## src/rtl/rcm_pkg.sv

```systemverilog
package rcm_pkg;
  localparam int ADDR_W = 4;
  localparam logic [ADDR_W-1:0] A_NOMINAL = 4'd6;
  localparam logic [ADDR_W-1:0] A_TOL     = 4'd7;
  localparam logic [ADDR_W-1:0] A_LOSLIM  = 4'd8;
  localparam logic [ADDR_W-1:0] A_FORCE   = 4'd9;
  localparam int FORCE_EN_BIT = 8;
endpackage

```

## src/rtl/rcm_regs.sv

```systemverilog
module rcm_regs
  import rcm_pkg::*;
#(
  parameter int NUM_REF = 6,
  parameter int PRIO_W  = 4,
  parameter int DATA_W  = 16,
  parameter int IDX_W   = 3,
  parameter int NOM_RST = 16,
  parameter int TOL_RST = 2,
  parameter int LOS_RST = 32
) (
  input  logic                           clk,
  input  logic                           rst,
  input  logic                           wr_en,
  input  logic [ADDR_W-1:0]              wr_addr,
  input  logic [DATA_W-1:0]              wr_data,
  input  logic [ADDR_W-1:0]              rd_addr,
  output logic [DATA_W-1:0]              rd_data,
  output logic [NUM_REF-1:0][PRIO_W-1:0] prio_o,
  output logic [DATA_W-1:0]              nominal_o,
  output logic [DATA_W-1:0]              tol_o,
  output logic [DATA_W-1:0]              loslim_o,
  output logic                           force_en_o,
  output logic [IDX_W-1:0]               force_idx_o
);
  always_ff @(posedge clk) begin
    if (rst) begin
      prio_o      <= '0;
      nominal_o   <= DATA_W'(NOM_RST);
      tol_o       <= DATA_W'(TOL_RST);
      loslim_o    <= DATA_W'(LOS_RST);
      force_en_o  <= 1'b0;
      force_idx_o <= '0;
    end else if (wr_en) begin
      for (int i = 0; i < NUM_REF; i++)
        if (wr_addr == ADDR_W'(i)) prio_o[i] <= wr_data[PRIO_W-1:0];
      if (wr_addr == A_NOMINAL) nominal_o <= wr_data;
      if (wr_addr == A_TOL)     tol_o     <= wr_data;
      if (wr_addr == A_LOSLIM)  loslim_o  <= wr_data;
      if (wr_addr == A_FORCE) begin
        force_en_o  <= wr_data[FORCE_EN_BIT];
        force_idx_o <= wr_data[IDX_W-1:0];
      end
    end
  end

  logic [DATA_W-1:0] rd_mux;
  always_comb begin
    rd_mux = '0;
    for (int i = 0; i < NUM_REF; i++)
      if (rd_addr == ADDR_W'(i)) rd_mux = DATA_W'(prio_o[i]);
    case (rd_addr)
      A_NOMINAL: rd_mux = nominal_o;
      A_TOL:     rd_mux = tol_o;
      A_LOSLIM:  rd_mux = loslim_o;
      A_FORCE: begin
        rd_mux = DATA_W'(force_idx_o);
        rd_mux[FORCE_EN_BIT] = force_en_o;
      end
      default: ;
    endcase
  end

  always_ff @(posedge clk) begin
    if (rst) rd_data <= '0;
    else     rd_data <= rd_mux;
  end
endmodule

```

## src/rtl/rcm_ref_monitor.sv

```systemverilog
module rcm_ref_monitor #(
  parameter int CNT_W = 16
) (
  input  logic             clk,
  input  logic             rst,
  input  logic             ref_i,
  input  logic             pin_i,
  input  logic             win_end_i,
  input  logic [CNT_W-1:0] nominal_i,
  input  logic [CNT_W-1:0] tol_i,
  input  logic [CNT_W-1:0] loslim_i,
  output logic             qual_o,
  output logic             los_o,
  output logic             foff_o
);
  logic [1:0]       smp;
  logic             rise;
  logic [CNT_W-1:0] edge_cnt;
  logic [CNT_W-1:0] gap_cnt;
  logic [CNT_W-1:0] total;
  logic [CNT_W-1:0] dev;
  logic             bad_now;
  logic [1:0]       clean_cnt;

  assign rise    = smp[0] & ~smp[1];
  assign total   = edge_cnt + CNT_W'(rise);
  assign dev     = (total > nominal_i) ? (total - nominal_i) : (nominal_i - total);
  assign bad_now = dev > tol_i;
  assign los_o   = gap_cnt >= loslim_i;
  assign qual_o  = clean_cnt == 2'd2;

  always_ff @(posedge clk) begin
    if (rst) begin
      smp      <= '0;
      edge_cnt <= '0;
      gap_cnt  <= '0;
      foff_o   <= 1'b0;
    end else begin
      smp <= {smp[0], ref_i};
      if (rise)               gap_cnt <= '0;
      else if (gap_cnt != '1) gap_cnt <= gap_cnt + 1'b1;
      if (win_end_i) begin
        edge_cnt <= '0;
        foff_o   <= bad_now;
      end else begin
        edge_cnt <= total;
      end
    end
  end

  // two clean windows in a row before the reference is usable
  always_ff @(posedge clk) begin
    if (rst)                   clean_cnt <= '0;
    else if (pin_i || los_o)   clean_cnt <= '0;
    else if (win_end_i) begin
      if (bad_now)             clean_cnt <= '0;
      else if (clean_cnt != 2) clean_cnt <= clean_cnt + 1'b1;
    end
  end

  p_pin_clears_r5: assert property (@(posedge clk) disable iff (rst)
    pin_i |=> !qual_o);
  p_qual_at_window_r6: assert property (@(posedge clk) disable iff (rst)
    $rose(qual_o) |-> $past(win_end_i));
  p_foff_window_only_r3: assert property (@(posedge clk) disable iff (rst)
    !win_end_i |=> $stable(foff_o));
endmodule

```

## src/rtl/rcm_select.sv

```systemverilog
module rcm_select #(
  parameter int NUM_REF = 6,
  parameter int PRIO_W  = 4,
  parameter int IDX_W   = 3
) (
  input  logic                           clk,
  input  logic                           rst,
  input  logic [NUM_REF-1:0]             qual_i,
  input  logic [NUM_REF-1:0][PRIO_W-1:0] prio_i,
  input  logic                           force_en_i,
  input  logic [IDX_W-1:0]               force_idx_i,
  output logic [IDX_W-1:0]               sel_idx_o,
  output logic                           sel_valid_o
);
  logic              best_hit;
  logic [IDX_W-1:0]  best_idx;
  logic [PRIO_W-1:0] best_prio;
  logic              force_ok;

  always_comb begin
    best_hit  = 1'b0;
    best_idx  = '0;
    best_prio = '1;
    force_ok  = 1'b0;
    for (int i = 0; i < NUM_REF; i++) begin
      if (qual_i[i] && prio_i[i] != '0 && (!best_hit || prio_i[i] < best_prio)) begin
        best_hit  = 1'b1;
        best_idx  = IDX_W'(i);
        best_prio = prio_i[i];
      end
      if (force_idx_i == IDX_W'(i)) force_ok = qual_i[i];
    end
  end

  always_ff @(posedge clk) begin
    if (rst) begin
      sel_idx_o   <= '0;
      sel_valid_o <= 1'b0;
    end else if (force_en_i) begin
      sel_idx_o   <= force_idx_i;
      sel_valid_o <= force_ok;
    end else begin
      sel_idx_o   <= best_idx;
      sel_valid_o <= best_hit;
    end
  end

  p_forced_index_r9: assert property (@(posedge clk) disable iff (rst)
    $past(force_en_i) |-> sel_idx_o == $past(force_idx_i));
endmodule

```

## src/rtl/ref_clock_selector.sv

```systemverilog
module ref_clock_selector
  import rcm_pkg::*;
#(
  parameter int NUM_REF     = 6,
  parameter int PRIO_W      = 4,
  parameter int DATA_W      = 16,
  parameter int WIN_CYCLES  = 64,
  parameter int NOM_RST     = 16,
  parameter int TOL_RST     = 2,
  parameter int LOS_RST     = 32,
  localparam int IDX_W      = $clog2(NUM_REF),
  localparam int WIN_W      = $clog2(WIN_CYCLES)
) (
  input  logic               clk,
  input  logic               rst,
  input  logic [NUM_REF-1:0] ref_in,
  input  logic [NUM_REF-1:0] los_pin,
  input  logic               wr_en,
  input  logic [ADDR_W-1:0]  wr_addr,
  input  logic [DATA_W-1:0]  wr_data,
  input  logic [ADDR_W-1:0]  rd_addr,
  output logic [DATA_W-1:0]  rd_data,
  output logic [IDX_W-1:0]   sel_idx,
  output logic               sel_valid,
  output logic [NUM_REF-1:0] ref_qual,
  output logic [NUM_REF-1:0] ref_los,
  output logic [NUM_REF-1:0] ref_foff
);
  logic [NUM_REF-1:0][PRIO_W-1:0] prio;
  logic [DATA_W-1:0]              nominal, tol, loslim;
  logic                           force_en;
  logic [IDX_W-1:0]               force_idx;
  logic [WIN_W-1:0]               win_cnt;
  logic                           win_end;

  assign win_end = win_cnt == WIN_W'(WIN_CYCLES - 1);

  always_ff @(posedge clk) begin
    if (rst || win_end) win_cnt <= '0;
    else                win_cnt <= win_cnt + 1'b1;
  end

  rcm_regs #(
    .NUM_REF(NUM_REF), .PRIO_W(PRIO_W), .DATA_W(DATA_W), .IDX_W(IDX_W),
    .NOM_RST(NOM_RST), .TOL_RST(TOL_RST), .LOS_RST(LOS_RST)
  ) u_regs (
    .clk(clk), .rst(rst), .wr_en(wr_en), .wr_addr(wr_addr), .wr_data(wr_data),
    .rd_addr(rd_addr), .rd_data(rd_data), .prio_o(prio), .nominal_o(nominal),
    .tol_o(tol), .loslim_o(loslim), .force_en_o(force_en), .force_idx_o(force_idx)
  );

  for (genvar g = 0; g < NUM_REF; g++) begin : g_mon
    rcm_ref_monitor #(.CNT_W(DATA_W)) u_mon (
      .clk(clk), .rst(rst), .ref_i(ref_in[g]), .pin_i(los_pin[g]),
      .win_end_i(win_end), .nominal_i(nominal), .tol_i(tol), .loslim_i(loslim),
      .qual_o(ref_qual[g]), .los_o(ref_los[g]), .foff_o(ref_foff[g])
    );
  end

  rcm_select #(.NUM_REF(NUM_REF), .PRIO_W(PRIO_W), .IDX_W(IDX_W)) u_sel (
    .clk(clk), .rst(rst), .qual_i(ref_qual), .prio_i(prio),
    .force_en_i(force_en), .force_idx_i(force_idx),
    .sel_idx_o(sel_idx), .sel_valid_o(sel_valid)
  );

  p_valid_needs_qual_r8: assert property (@(posedge clk) disable iff (rst)
    sel_valid |-> $past(ref_qual) != '0);
endmodule

```

## config.mk

```make
export PLATFORM = sky130hd
export DESIGN_NAME = ref_clock_selector
export DESIGN_NICKNAME = d
export VERILOG_FILES = /design/src/rtl/rcm_pkg.sv /design/src/rtl/rcm_regs.sv /design/src/rtl/rcm_ref_monitor.sv /design/src/rtl/rcm_select.sv /design/src/rtl/ref_clock_selector.sv
export SDC_FILE = /design/constraint.sdc
export NUM_CORES = 1
export LEC_CHECK = 0
export ABC_CLOCK_PERIOD_IN_PS = 10800
export BUFFER_PORTS_ARGS = -buffer_cell sky130_fd_sc_hd__buf_2
export CAP_MARGIN = 20
export CELL_PAD_IN_SITES_DETAIL_PLACEMENT = 1
export CELL_PAD_IN_SITES_GLOBAL_PLACEMENT = 1
export CORE_ASPECT_RATIO = 1.75
export CORE_UTILIZATION = 40
export CTS_CLUSTER_DIAMETER = 80
export DETAILED_ROUTE_END_ITERATION = 12
export GPL_ROUTABILITY_DRIVEN = 0
export PLACE_DENSITY_LB_ADDON = 0.1
export REMOVE_ABC_BUFFERS = 1
export SYNTH_ARGS = -nofsm -noshare
export SYNTH_HDL_FRONTEND = slang
export SYNTH_SLANG_ARGS = --single-unit
```

## constraint.sdc

```tcl
create_clock -name clk -period 10.8 [get_ports clk]
set_input_delay 0.54 -clock clk [delete_from_list [all_inputs] [get_ports clk]]
set_output_delay 0.54 -clock clk [all_outputs]
set_load 0.02 [all_outputs]
```

Yosys cells after proc, flatten, opt, wreduce, memory -nomap -nowiden

Index checks and enable logic that the tools add are counted.

Register bits: 324
Input port bits: 39
Output and inout port bits: 38
Word-level logic and storage cells: 274

Add/subtract/negate cells: 31
Order comparisons: 23
Equal/unequal tests: 42
Multiplexer cells: 49
Bitwise gates (word level): 12
Reduce and logical (&&, ||, !) cells: 72

Operator list:

| operator                | number |
|---|---|
| $gt A16 B16 Y1          | 12 |
| $sub A16 B16 Y16        | 12 |
| $add A16 B1 Y16         | 6 |
| $add A16 B1 Y16 const B | 6 |
| $ge A16 B16 Y1          | 6 |
| $mux W16                | 6 |
| $ne A16 B16 Y1 const B  | 6 |
| $pmux W16 S4            | 1 |
| $mux W4                 | 11 |
| $eq A4 B3 Y1 const B    | 8 |
| $reduce_and A2 Y1       | 16 |
| $mux W2                 | 14 |
| $reduce_or A2 Y1        | 13 |
| $reduce_bool A4 Y1      | 6 |
| $lt A4 B4 Y1            | 5 |
| $eq A4 B2 Y1 const B    | 4 |
| $eq A4 B4 Y1 const B    | 4 |
| $mux W1                 | 14 |
| $add A2 B1 Y2 const B   | 6 |
| $eq A2 B2 Y1 const B    | 6 |
| $logic_or A1 B1 Y1      | 12 |
| $ne A2 B2 Y1 const B    | 6 |
| $reduce_bool A2 Y1      | 6 |
| $logic_and A1 B1 Y1     | 11 |
| other kinds (12)        | 32 |

Longest topological paths before layout

Gate-level depths: netlist (run 1).

Depth after elaboration: 24
Gate-level depth with buffers: 43
Gate-level depth less buffers: 42

Modules after synthesis

Synthesis (run 1) repeated with hierarchy kept, for this count alone.

Cells, all modules: 3,675
Area total of the unflattened synthesis: 29,265.6 um2

Modules (own cells, without submodules):

| module                                | times used | cells each | area an instance (um2) | sequential area each (um2) |
|---|---|---|---|---|
| rcm_ref_monitor at g_mon[1].u_mon ... | 4          | 504        | 3,960.0                | 740.7 |
| rcm_ref_monitor at g_mon[0].u_mon ... | 2          | 511        | 3,960.0                | 740.7 |
| rcm_regs                              | 1          | 423        | 3,880.0                | 1,841.8 |
| rcm_select                            | 1          | 188        | 1,378.8                | 80.1 |
| ref_clock_selector                    | 1          | 26         | 246.5                  | 120.1 |

Worst setup path after synthesis (run 1)

OpenSTA, ideal clock, no wires.

Path kind: flip-flop to flip-flop
Start point: register u_regs.prio_o[3] (netlist bit)
End point: register u_sel.sel_idx_o[1]
Library setup time: 0.132 ns
Data arrival time: 6.681 ns
Required time: 10.668 ns
Path slack: 3.987 ns
Cell stages (with the launch flop): 38
Path buffers: 1
Period minus slack after synthesis: 6.813 ns
Path through: dfxtp_1 -> buf_6 -> o41ai_4 -> nor2_1 -> ha_1 -> nand2_1 -> o31ai_1 -> a21o_1 -> a21oi_1 -> nor3_1 -> a21oi_1 -> inv_1 -> ha_1 -> and2_1 -> o211ai_1 -> o21ai_4 -> mux2_2 -> inv_1 -> [2 not listed] -> o21bai_1 -> a21oi_1 -> o21ai_0 -> mux2_4 -> mux2i_1 -> ha_1 -> a21o_1 -> a21oi_1 -> and2_1 -> o2111ai_2 -> a21oi_2 -> nor2_1 -> a21oi_1 -> ha_1 -> a2111o_1 -> o31ai_1 -> a211o_1 -> a21oi_1

Cells in the longest elaborated chain, start to end: 24
Elaborated cells between the ends (all ways): 37
Classes of those cells: order compare: 5; mux: 15; reduce/logical: 17

Ends and longest elaborated chain:

| element                                          | line             | RTL |
|---|---|---|
| start: declaration                               | rcm_regs.sv:19   | `output logic [NUM_REF-1:0][PRIO_W-1:0] prio_o,` |
| start signal: indexed assignment                 | rcm_regs.sv:36   | `if (wr_addr == ADDR_W'(i)) prio_o[i] <= wr_data[PRIO_W-1:0];` |
| $reduce_bool A4 Y1                               | rcm_select.sv:26 | `if (qual_i[i] && prio_i[i] != '0 && (!best_hit \|\| prio_i[i] < best_prio)) begin` |
| $logic_and A1 B1 Y1                              | rcm_select.sv:26 |  |
| $mux W4 or $mux W1 (tied branches)               | rcm_select.sv:26 |  |
| $lt A4 B4 Y1 or $logic_not A1 Y1 (tied branches) | rcm_select.sv:26 |  |
| $logic_or A1 B1 Y1                               | rcm_select.sv:26 |  |
| $logic_and A1 B1 Y1                              | rcm_select.sv:26 |  |
| $mux W4 or $mux W1 (tied branches)               | rcm_select.sv:26 |  |
| $lt A4 B4 Y1 or $logic_not A1 Y1 (tied branches) | rcm_select.sv:26 |  |
| [8 not listed]                                   | --               |  |
| $logic_or A1 B1 Y1                               | rcm_select.sv:26 |  |
| $logic_and A1 B1 Y1                              | rcm_select.sv:26 |  |
| $mux W4 or $mux W1 (tied branches)               | rcm_select.sv:26 |  |
| $lt A4 B4 Y1 or $logic_not A1 Y1 (tied branches) | rcm_select.sv:26 |  |
| $logic_or A1 B1 Y1                               | rcm_select.sv:26 |  |
| $logic_and A1 B1 Y1                              | rcm_select.sv:26 |  |
| $mux W3 *                                        | rcm_select.sv:26 |  |
| $mux W3 *                                        | rcm_select.sv:39 | `end else if (force_en_i) begin` |
| end signal: assignment                           | rcm_select.sv:40 | `sel_idx_o <= force_idx_i;` |
| end signal: assignment                           | rcm_select.sv:43 | `sel_idx_o <= best_idx;` |
| end: declaration                                 | rcm_select.sv:12 | `output logic [IDX_W-1:0] sel_idx_o,` |

Mark *: on every way between the ends. The rest lies on a longest branch, timed or not.
A chain may end at the register's enable or synchronous reset.

Worst setup path in the final report (run 1)

Start point: register g_mon[0].u_mon.clean_cnt[0]
End point: register u_sel.sel_idx_o[1]

Cells in the longest elaborated chain, start to end: 24
Elaborated cells between the ends (all ways): 37
Classes of those cells: order compare: 5; eq/ne: 1; mux: 15; reduce/logical: 16

Ends and longest elaborated chain:

| element                                          | line                  | RTL |
|---|---|---|
| start: declaration                               | rcm_ref_monitor.sv:23 | `logic [1:0] clean_cnt;` |
| start signal: assignment                         | rcm_ref_monitor.sv:57 | `else if (clean_cnt != 2) clean_cnt <= clean_cnt + 1'b1;` |
| $eq A2 B2 Y1 *                                   | rcm_ref_monitor.sv:30 | `assign qual_o = clean_cnt == 2'd2;` |
| $logic_and A1 B1 Y1 *                            | rcm_select.sv:26      |  |
| $mux W4 or $mux W1 (tied branches)               | rcm_select.sv:26      |  |
| $lt A4 B4 Y1 or $logic_not A1 Y1 (tied branches) | rcm_select.sv:26      |  |
| $logic_or A1 B1 Y1                               | rcm_select.sv:26      |  |
| $logic_and A1 B1 Y1                              | rcm_select.sv:26      |  |
| $mux W4 or $mux W1 (tied branches)               | rcm_select.sv:26      |  |
| $lt A4 B4 Y1 or $logic_not A1 Y1 (tied branches) | rcm_select.sv:26      |  |
| [8 not listed]                                   | --                    |  |
| $logic_or A1 B1 Y1                               | rcm_select.sv:26      |  |
| $logic_and A1 B1 Y1                              | rcm_select.sv:26      |  |
| $mux W4 or $mux W1 (tied branches)               | rcm_select.sv:26      |  |
| $lt A4 B4 Y1 or $logic_not A1 Y1 (tied branches) | rcm_select.sv:26      |  |
| $logic_or A1 B1 Y1                               | rcm_select.sv:26      |  |
| $logic_and A1 B1 Y1                              | rcm_select.sv:26      |  |
| $mux W3 *                                        | rcm_select.sv:26      |  |
| $mux W3 *                                        | rcm_select.sv:39      |  |

Marked as above.

==> key figures, run 1 <==
Status
  – Status: finished clean

Final layout
  – P&R area growth vs syn: 8.947%
  – Final nets: 3837
  – Fin cells: 4292
  – # fillers: 8185
  – Inserted Diodes: 0
  – Layout cells sized above 1: 6.920%

Timing
  – Fmax: 0.1245 GHz
  – Setup ws final: 2769 ps
  – Final TNS setup: 0 ps
  – Minimum clock period: 8031 ps
  – Setup violators final: 0
  – Worst rel slew slack: 25.86%
  – Max Slew Vio Count: 0
  – Fin crit share: 74.37%
  – Clk_skew: 25.73 ps
  – Number of hold violations in the final report: 0
  – Worst-margin pin slew: 1100 ps
  – RSZ-0062 raised after global routing: no

Synth
  – Synth area leader: dfxtp_1
  – Asr flop ratio synth: 0%
  – #FFs+latches synth: 324
  – Area contributors post-synth: dfxtp_1, ha_1, a21oi_1, a21o_1, nor2_1
  – Netlist cell types: 78
  – Post-synth top area share: 23.89%
  – XOR/XNOR Fraction of Synth Area: 7.615%
  – YS warnings: 0
  – Sequential area share after synthesis: 23.89%
  – Main combinational cell family by area after synthesis: adder cells
  – Synth Area in Adders: 20.23%
  – Post-synth EDFFs: 0
  – Mapped Cells: 3364
  – Mean post-synth cell area: 8.069 um2
  – Synth Area in Simple Gates: 19.05%
  – Compound-Gate Fraction of Synth Area: 19.32%
  – Mux cell area share after synthesis: 4.678%
  – Most frequently used flop master after synthesis: dfxtp_1
  – Synthesized area: 27140 um2

Routing
  – Met1 wire length: 37840 um
  – Met3 WL: 2825 um
  – Final WL: 98540 um
  – Antenna Nets Post-Route: 0
  – Pre-antenna DRT Iters: 5
  – Top Metal Used: met5
  – Wire length per cell: 22.96 um
  – DRC viols: 0
  – DR WL met2: 50120 um
  – Vias per cell: 5.744
  – Vias: 24650
  – Starting DRC count in detailed routing: 882

Place
  – Placed cells: 4223
  – Hpwl dp: 76170 um
  – DP Worst Slack: 2894 ps
  – Port Buffers: 76

Clock tree
  – Worst skew pair latency: 590 ps
  – Clk sinks: 324
  – CTS tree: built
  – Post-CTS sizing: 0
  – Clock Tree Root: clkbuf_16
  – Setup Fix Bufs, Post-CTS: 0
  – Cts hold-fix bufs: 0
  – Register clock-pin slew on the reported worst setup and hold paths: 60 ps
  – H-tree depth: 2
  – Clock buffer depth: 3
  – CTS buffer count: 39

Floorplan
  – Die Ht: 346.6 um
  – I/O pins: 77
  – Die Width: 198.9 um
  – Initial core utilization: 40.32%
  – Core area: 67320 um2
  – Row count: 126
  – DIE AREA: 68950 um2

Critical path
  – Required time of the worst setup path: 11250 ps
  – R2R Setup Slk: 2770 ps
  – Largest stage delay, worst path: 470 ps
  – CP Class: flop to flop
  – Critical R2R Capture: u_sel.sel_idx_o[1]
  – Critical Path Slowest Stage Cell: ha_1
  – Worst r2r src: g_mon[0].u_mon.clean_cnt[0]
  – CP Data Arrival Time: 8480 ps
  – Critical Path End Type: flop
  – Critical Path Source Type: flop
  – R2r worst-path depth: 37
  – Largest fanout on the critical path: 10

Power
  – Clock power share: 43.6%
  – Cell-internal power: 0.002221 W
  – Seq pwr share: 38.9%
  – Net Sw Power: 0.0009291 W
  – Highest ir drop seen on vdd: 0.09092 mV
  – PD cells: 106.5 nW/um2
  – Switching share of total power: 29.49%
  – Pleak: 13.68 nW
  – Combinational group share of total power: 17.5%

Hold path
  – Hold depth: 2
  – WHS Endpoint: g_mon[2].u_mon.clean_cnt[1]
  – Worst Hold Class: input pin to flop
  – Worst min-delay path startpoint: los_pin[2]

Global route
  – Largest net degree at the start of global routing: 71
  – All-Layer GR Usage: 28.81%
  – Total grt overflow: 0
  – First-pass GRT wire length: 151400 um
  – Antenna violations before repair: 3
  – Vias in the first global route: 26480

Job
  – Max cap viols: 0
[per-layer routing]
| metal | global-route usage (%) | vias up |
|---|---|---|
| met5 | 0 | - |
| met4 | 19.83 | 4 |
| met3 | 3.186 | 266 |
| met2 | 52.83 | 437 |
| met1 | 30.25 | 12140 |
| li1 | - | 11800 |
[cell type report]
type                            instances  area (um2)  area share, %
Sequential cell                       324        6486          21.93
Multi-Input combinational cell       2685       19280          65.19
Timing Repair Buffer                  102       578.1          1.955
Clock buffer                           54        1134          3.833
Clock inverter                         15       165.2         0.5585
Inverter                              216       810.8          2.742
Tap cell                              896        1121          3.791
[Yosys cell counts (38+ instances only)]
cell,instances
nand2b_1,38
nand2_1,255
nand4_1,60
a21o_1,167
clkbuf_1,101
dfxtp_1,324
mux2i_1,95
nand3_1,127
and3_1,46
o21a_1,46
a21oi_1,254
xor2_1,127
xnor2_1,109
ha_1,418
inv_1,216
o21ai_0,149
nor2_1,327
nor2b_1,76
nor3_1,50
[kinds of logic after synthesis]
| family | after synthesis |
|---|---|
| DFF | 324 |
| xor gates and xnor gates | 236 |
| adders and majority gates | 432 |
| and+or+nand+nor | 1085 |
| AOI/OAI and AO/OA | 813 |
| buffers and inverters | 355 |
| muxes | 119 |
[sequential cells by signal, summed over array words and instances, names as in the netlist]
register,cells
u_regs.force_en_o,1
g_mon.u_mon.smp,12
g_mon.u_mon.edge_cnt,96
win_cnt,6
u_regs.force_idx_o,3
g_mon.u_mon.clean_cnt,12
u_sel.sel_valid_o,1
u_regs.tol_o,16
u_regs.prio_o,24
g_mon.u_mon.foff_o,6
u_sel.sel_idx_o,3
u_regs.loslim_o,16
u_regs.rd_data,16
u_regs.nominal_o,16
g_mon.u_mon.gap_cnt,96
[placed cells by master (no fill, tap or decap), types with 19 or more instances in the layout]
cell	Yosys	layout
nand3_1	127	127
a31oi_1	19	19
ha_1	418	418
nor4_1	29	29
nand2_1	255	255
and2_1	25	25
a211oi_1	25	25
nor3_1	50	49
mux2_2	19	19
o21ai_0	149	148
o21a_1	46	46
a21o_1	167	167
mux2i_1	95	95
inv_1	216	216
clkbuf_16	0	40
dfxtp_1	324	324
nor2b_1	76	76
xnor2_1	109	109
nand2b_1	38	37
nand4_1	60	60
nor2_1	327	326
xor2_1	127	127
buf_2	7	75
and3_1	46	46
buf_4	18	27
a21oi_1	254	254
[worst max-delay path: cells and delay by family, from the launching register on]
| family | cells | cell delay [ps] |
|---|---|---|
| buffers and inverters | 3 | 180 |
| adder cells (fa/ha/maj) | 6 | 1880 |
| flip-flops | 1 | 320 |
| AO/OA/AOI/OAI | 18 | 3630 |
| multiplexers | 3 | 1010 |
| AND/OR/NAND/NOR | 7 | 870 |
[through the flow]
stage / utilization (%) / area, um2 / total power, W / hold WS [ps]
finish: 43.93 / 29570 / 0.003150 / 133.5
global route: 43.93 / 29570 / 0.003289 / 118.8
CTS: 43.93 / 29570 / 0.003190 / 92.62
detailed placement: 42.00 / 28270 / 0.001801 / 445.7
global placement: 42.00 / 28270 / 0.001770 / 428.2
floorplan: - / 26540 / 0.001614 / 417.6
[worst max-delay path by stage]
stage	startpoint	to	slack, ps
after floorplan	g_mon[0].u_mon.clean_cnt[0]	u_sel.sel_idx_o[1]	3880
final	g_mon[0].u_mon.clean_cnt[0]	u_sel.sel_idx_o[1]	2770
after global routing	g_mon[0].u_mon.clean_cnt[0]	u_sel.sel_idx_o[2]	2090
after detailed placement	g_mon[0].u_mon.clean_cnt[0]	u_sel.sel_idx_o[1]	2890
after global placement	g_mon[0].u_mon.clean_cnt[0]	u_sel.sel_idx_o[1]	3240
after CTS	g_mon[0].u_mon.clean_cnt[0]	u_sel.sel_idx_o[1]	2860
[power groups by stage]
stage	logic [W]	registers [W]	clock network, W
final	0.000552	0.00122	0.00137
after global routing	0.000613	0.00123	0.00145
after CTS	0.000553	0.00122	0.00141
after detailed placement	0.000550	0.00125	0
after global placement	0.000520	0.00125	0
after floorplan	0.000366	0.00125	0
Power figures use the tool's default switching activity.
==> run 2, diff against run 1 <==
ABC_CLOCK_PERIOD_IN_PS = 6800   (was 10800)
clock period = 6.8 ns   (was 10.8 ns; I/O delays follow)
==> key figures, run 2 (same netlist as run 1, synthesis figures left out) <==
Power
  – PD cells: 162.5 nW/um2 (was 106.5 nW/um2)
  – Highest ir drop seen on vdd: 0.1741 mV (was 0.09092 mV)
  – Overall Power: 0.004980 W (was 0.003150 W)
  – Pleak: 14.16 nW (was 13.68 nW)

Status
  – Failing checks: negative setup slack
  – Status: finished, violations left (was finished clean)

Timing
  – Max Slew Vio Count: 0 (unchanged)
  – Clk_skew: 14.95 ps (was 25.73 ps)
  – Worst rel slew slack: 21.25% (was 25.86%)
  – Minimum clock period: 6845 ps (was 8031 ps)
  – Fmax: 0.1461 GHz (was 0.1245 GHz)
  – RSZ-0062 raised after global routing: yes (was no)
  – Fin crit share: 100.7% (was 74.37%)
  – Number of hold violations in the final report: 0 (unchanged)
  – Setup violators final: 2 (was 0)
  – Worst-margin pin slew: 1169 ps (was 1100 ps)
  – WHS: 34.94 ps (was 133.5 ps)
  – Setup ws final: -45.34 ps (was 2769 ps)

Final layout
  – Most frequent cells in the layout: ha_1, nor2_1, dfxtp_1 (unchanged)
  – Largest registers: g_mon.u_mon.edge_cnt (96), g_mon.u_mon.gap_cnt (96), u_regs.prio_o (24) (unchanged)
  – Fin cells: 4383 (was 4292)
  – Fin util: 45.53% (was 43.93%)
  – Layout cells sized above 1: 10.94% (was 6.920%)
  – Final nets: 3929 (was 3837)
  – Commonest non-fill, non-tap cell in the layout: ha_1 (unchanged)
  – P&R area growth vs syn: 12.91% (was 8.947%)

Floorplan
  – DIE AREA: 68950 um2 (unchanged)
  – Row count: 126 (unchanged)
  – Initial core utilization: 40.32% (unchanged)
  – Die Width: 198.9 um (unchanged)
  – Die Ht: 346.6 um (unchanged)
  – I/O pins: 77 (unchanged)
  – Core area: 67320 um2 (unchanged)

Critical path
  – CP Data Arrival Time: 7300 ps (was 8480 ps)
  – CP Class: flop to flop (unchanged)
  – Critical Path Source Type: flop (unchanged)
  – Cell family with the largest share of critical-path delay: compound AO/OA/AOI/OAI gates (unchanged)
  – Largest fanout on the critical path: 6 (was 10)
  – Largest stage delay, worst path: 380 ps (was 470 ps)
  – Critical Path Slowest Stage Cell: o41ai_4 (was ha_1)
  – Required time of the worst setup path: 7250 ps (was 11250 ps)
  – Critical Path End Type: flop (unchanged)
  – Critical path buffer and inverter count: 5 (was 3)
  – Top cell by count, worst path: a21oi_2

Clock tree
  – Clock buffer depth: 3 (unchanged)
  – Register clock-pin slew on the reported worst setup and hold paths: 60 ps (about the same)
  – Worst skew pair latency: 590 ps (about the same)
  – CTS buffer count: 38 (was 39)
  – CTS tree: built (unchanged)
  – H-tree depth: 2 (unchanged)
  – Clock Tree Root: clkbuf_16 (unchanged)
  – Clk sinks: 324 (unchanged)

Global route
  – All-Layer GR Usage: 29.60% (was 28.81%)
  – Vias in the first global route: 27240 (was 26480)
  – Total grt overflow: 0 (unchanged)
  – Antenna violations before repair: 5 (was 3)
  – First-pass GRT wire length: 155300 um (was 151400 um)
  – Largest net degree at the start of global routing: 68 (was 71)

Routing
  – Pre-antenna DRT Iters: 5 (unchanged)
  – Vias: 25200 (was 24650)
  – Vias per cell: 5.750 (was 5.744)
  – Antenna Nets Post-Route: 0 (unchanged)
  – DRC viols: 0 (unchanged)
  – Final WL: 102700 um (was 98540 um)
  – Wire length per cell: 23.44 um (was 22.96 um)
  – Starting DRC count in detailed routing: 985 (was 882)

Place
  – Hpwl dp: 78860 um (was 76170 um)
  – Placed cells: 4290 (was 4223)
  – Port Buffers: 76 (unchanged)

Hold path
  – Worst Hold Class: input pin to flop (unchanged)

Job
  – Max cap viols: 0 (unchanged)
-- run 2: cell types whose count changed in the layout (fill, tap and decap cells not counted), moves of 7 or more --
cell / delta
o21ai_0: -8
dlygate4sd3_1: +11
buf_4: +79
a21oi_2: +12
a21oi_1: -14
ha_1: -10
o21ai_1: +7
ha_2: +7
-- run 2: final timing paths --
check,slack (ps),start,endpoint,depth (start not counted)
worst min register to register,450,win_cnt[0],win_cnt[0],1
worst min-delay path,30,wr_data[6],u_regs.tol_o[6],3
worst max-delay path,-50,u_regs.prio_o[2],u_sel.sel_idx_o[1],38
worst max register to register,-50,u_regs.prio_o[2],u_sel.sel_idx_o[1],38
-- run 2: cell type report --
type                    instances  area (um2)
flip-flops and latches        324        6489
well taps                     896        1121
repair buffers                195        1333
diodes                          3       7.507
clock buffers                  52        1105
inverters                     216       810.8
multi-input cells            2685       19640
clock inverters                12       147.6
fillers                      8123       36670
-- run 2: metrics by stage --
stage / TNS, ps / worst slack, ps / cell area, um2
2_1_floorplan: -284.4 / -118.4 / 26540
3_3_place_gp: -102.3 / -68.04 / 28800
5_1_grt: -1224 / -430.3 / 30640
6_report: -54.28 / -45.34 / 30650
4_1_cts: -49.52 / -49.52 / 30310
3_5_place_dp: -1506 / -497.6 / 28800
-- run 2: where the power goes --
| part | total, W | switching (W) | leakage (nW) | internal (W) |
|---|---|---|---|---|
| registers | 0.00194 | 0.0000221 | 2.62 | 0.00192 |
| clock network | 0.00212 | 0.000908 | 0.618 | 0.00122 |
| logic | 0.000913 | 0.000537 | 10.9 | 0.000375 |
| total | 0.00498 | 0.00147 | 14.2 | 0.00351 |
-- run 2: per-layer routing --
layer  share of wire, %  routed length [um]  vias up  global-route usage (%)
met2                 51               52770      524                   54.67
met5              0.025                  26        -                       0
met4                8.0                8173        4                   21.19
met3                3.6                3651      305                   4.031
met1                 37               38110    12390                   29.98
li1                   -                   -    11990                       -
-- run 2: worst min-delay path, cell delays in order --
cell and delay [ps]:
buf_2 120, nand2_1 50, a21oi_1 50
-- run 2: repair_timing --
action,in CTS,in global routing
hold buffers,11,0
setup endpoints to repair,5,17
setup buffers,7,8
hold endpoints to repair,17,0
gates resized for setup,24,67
pin swaps,20,19
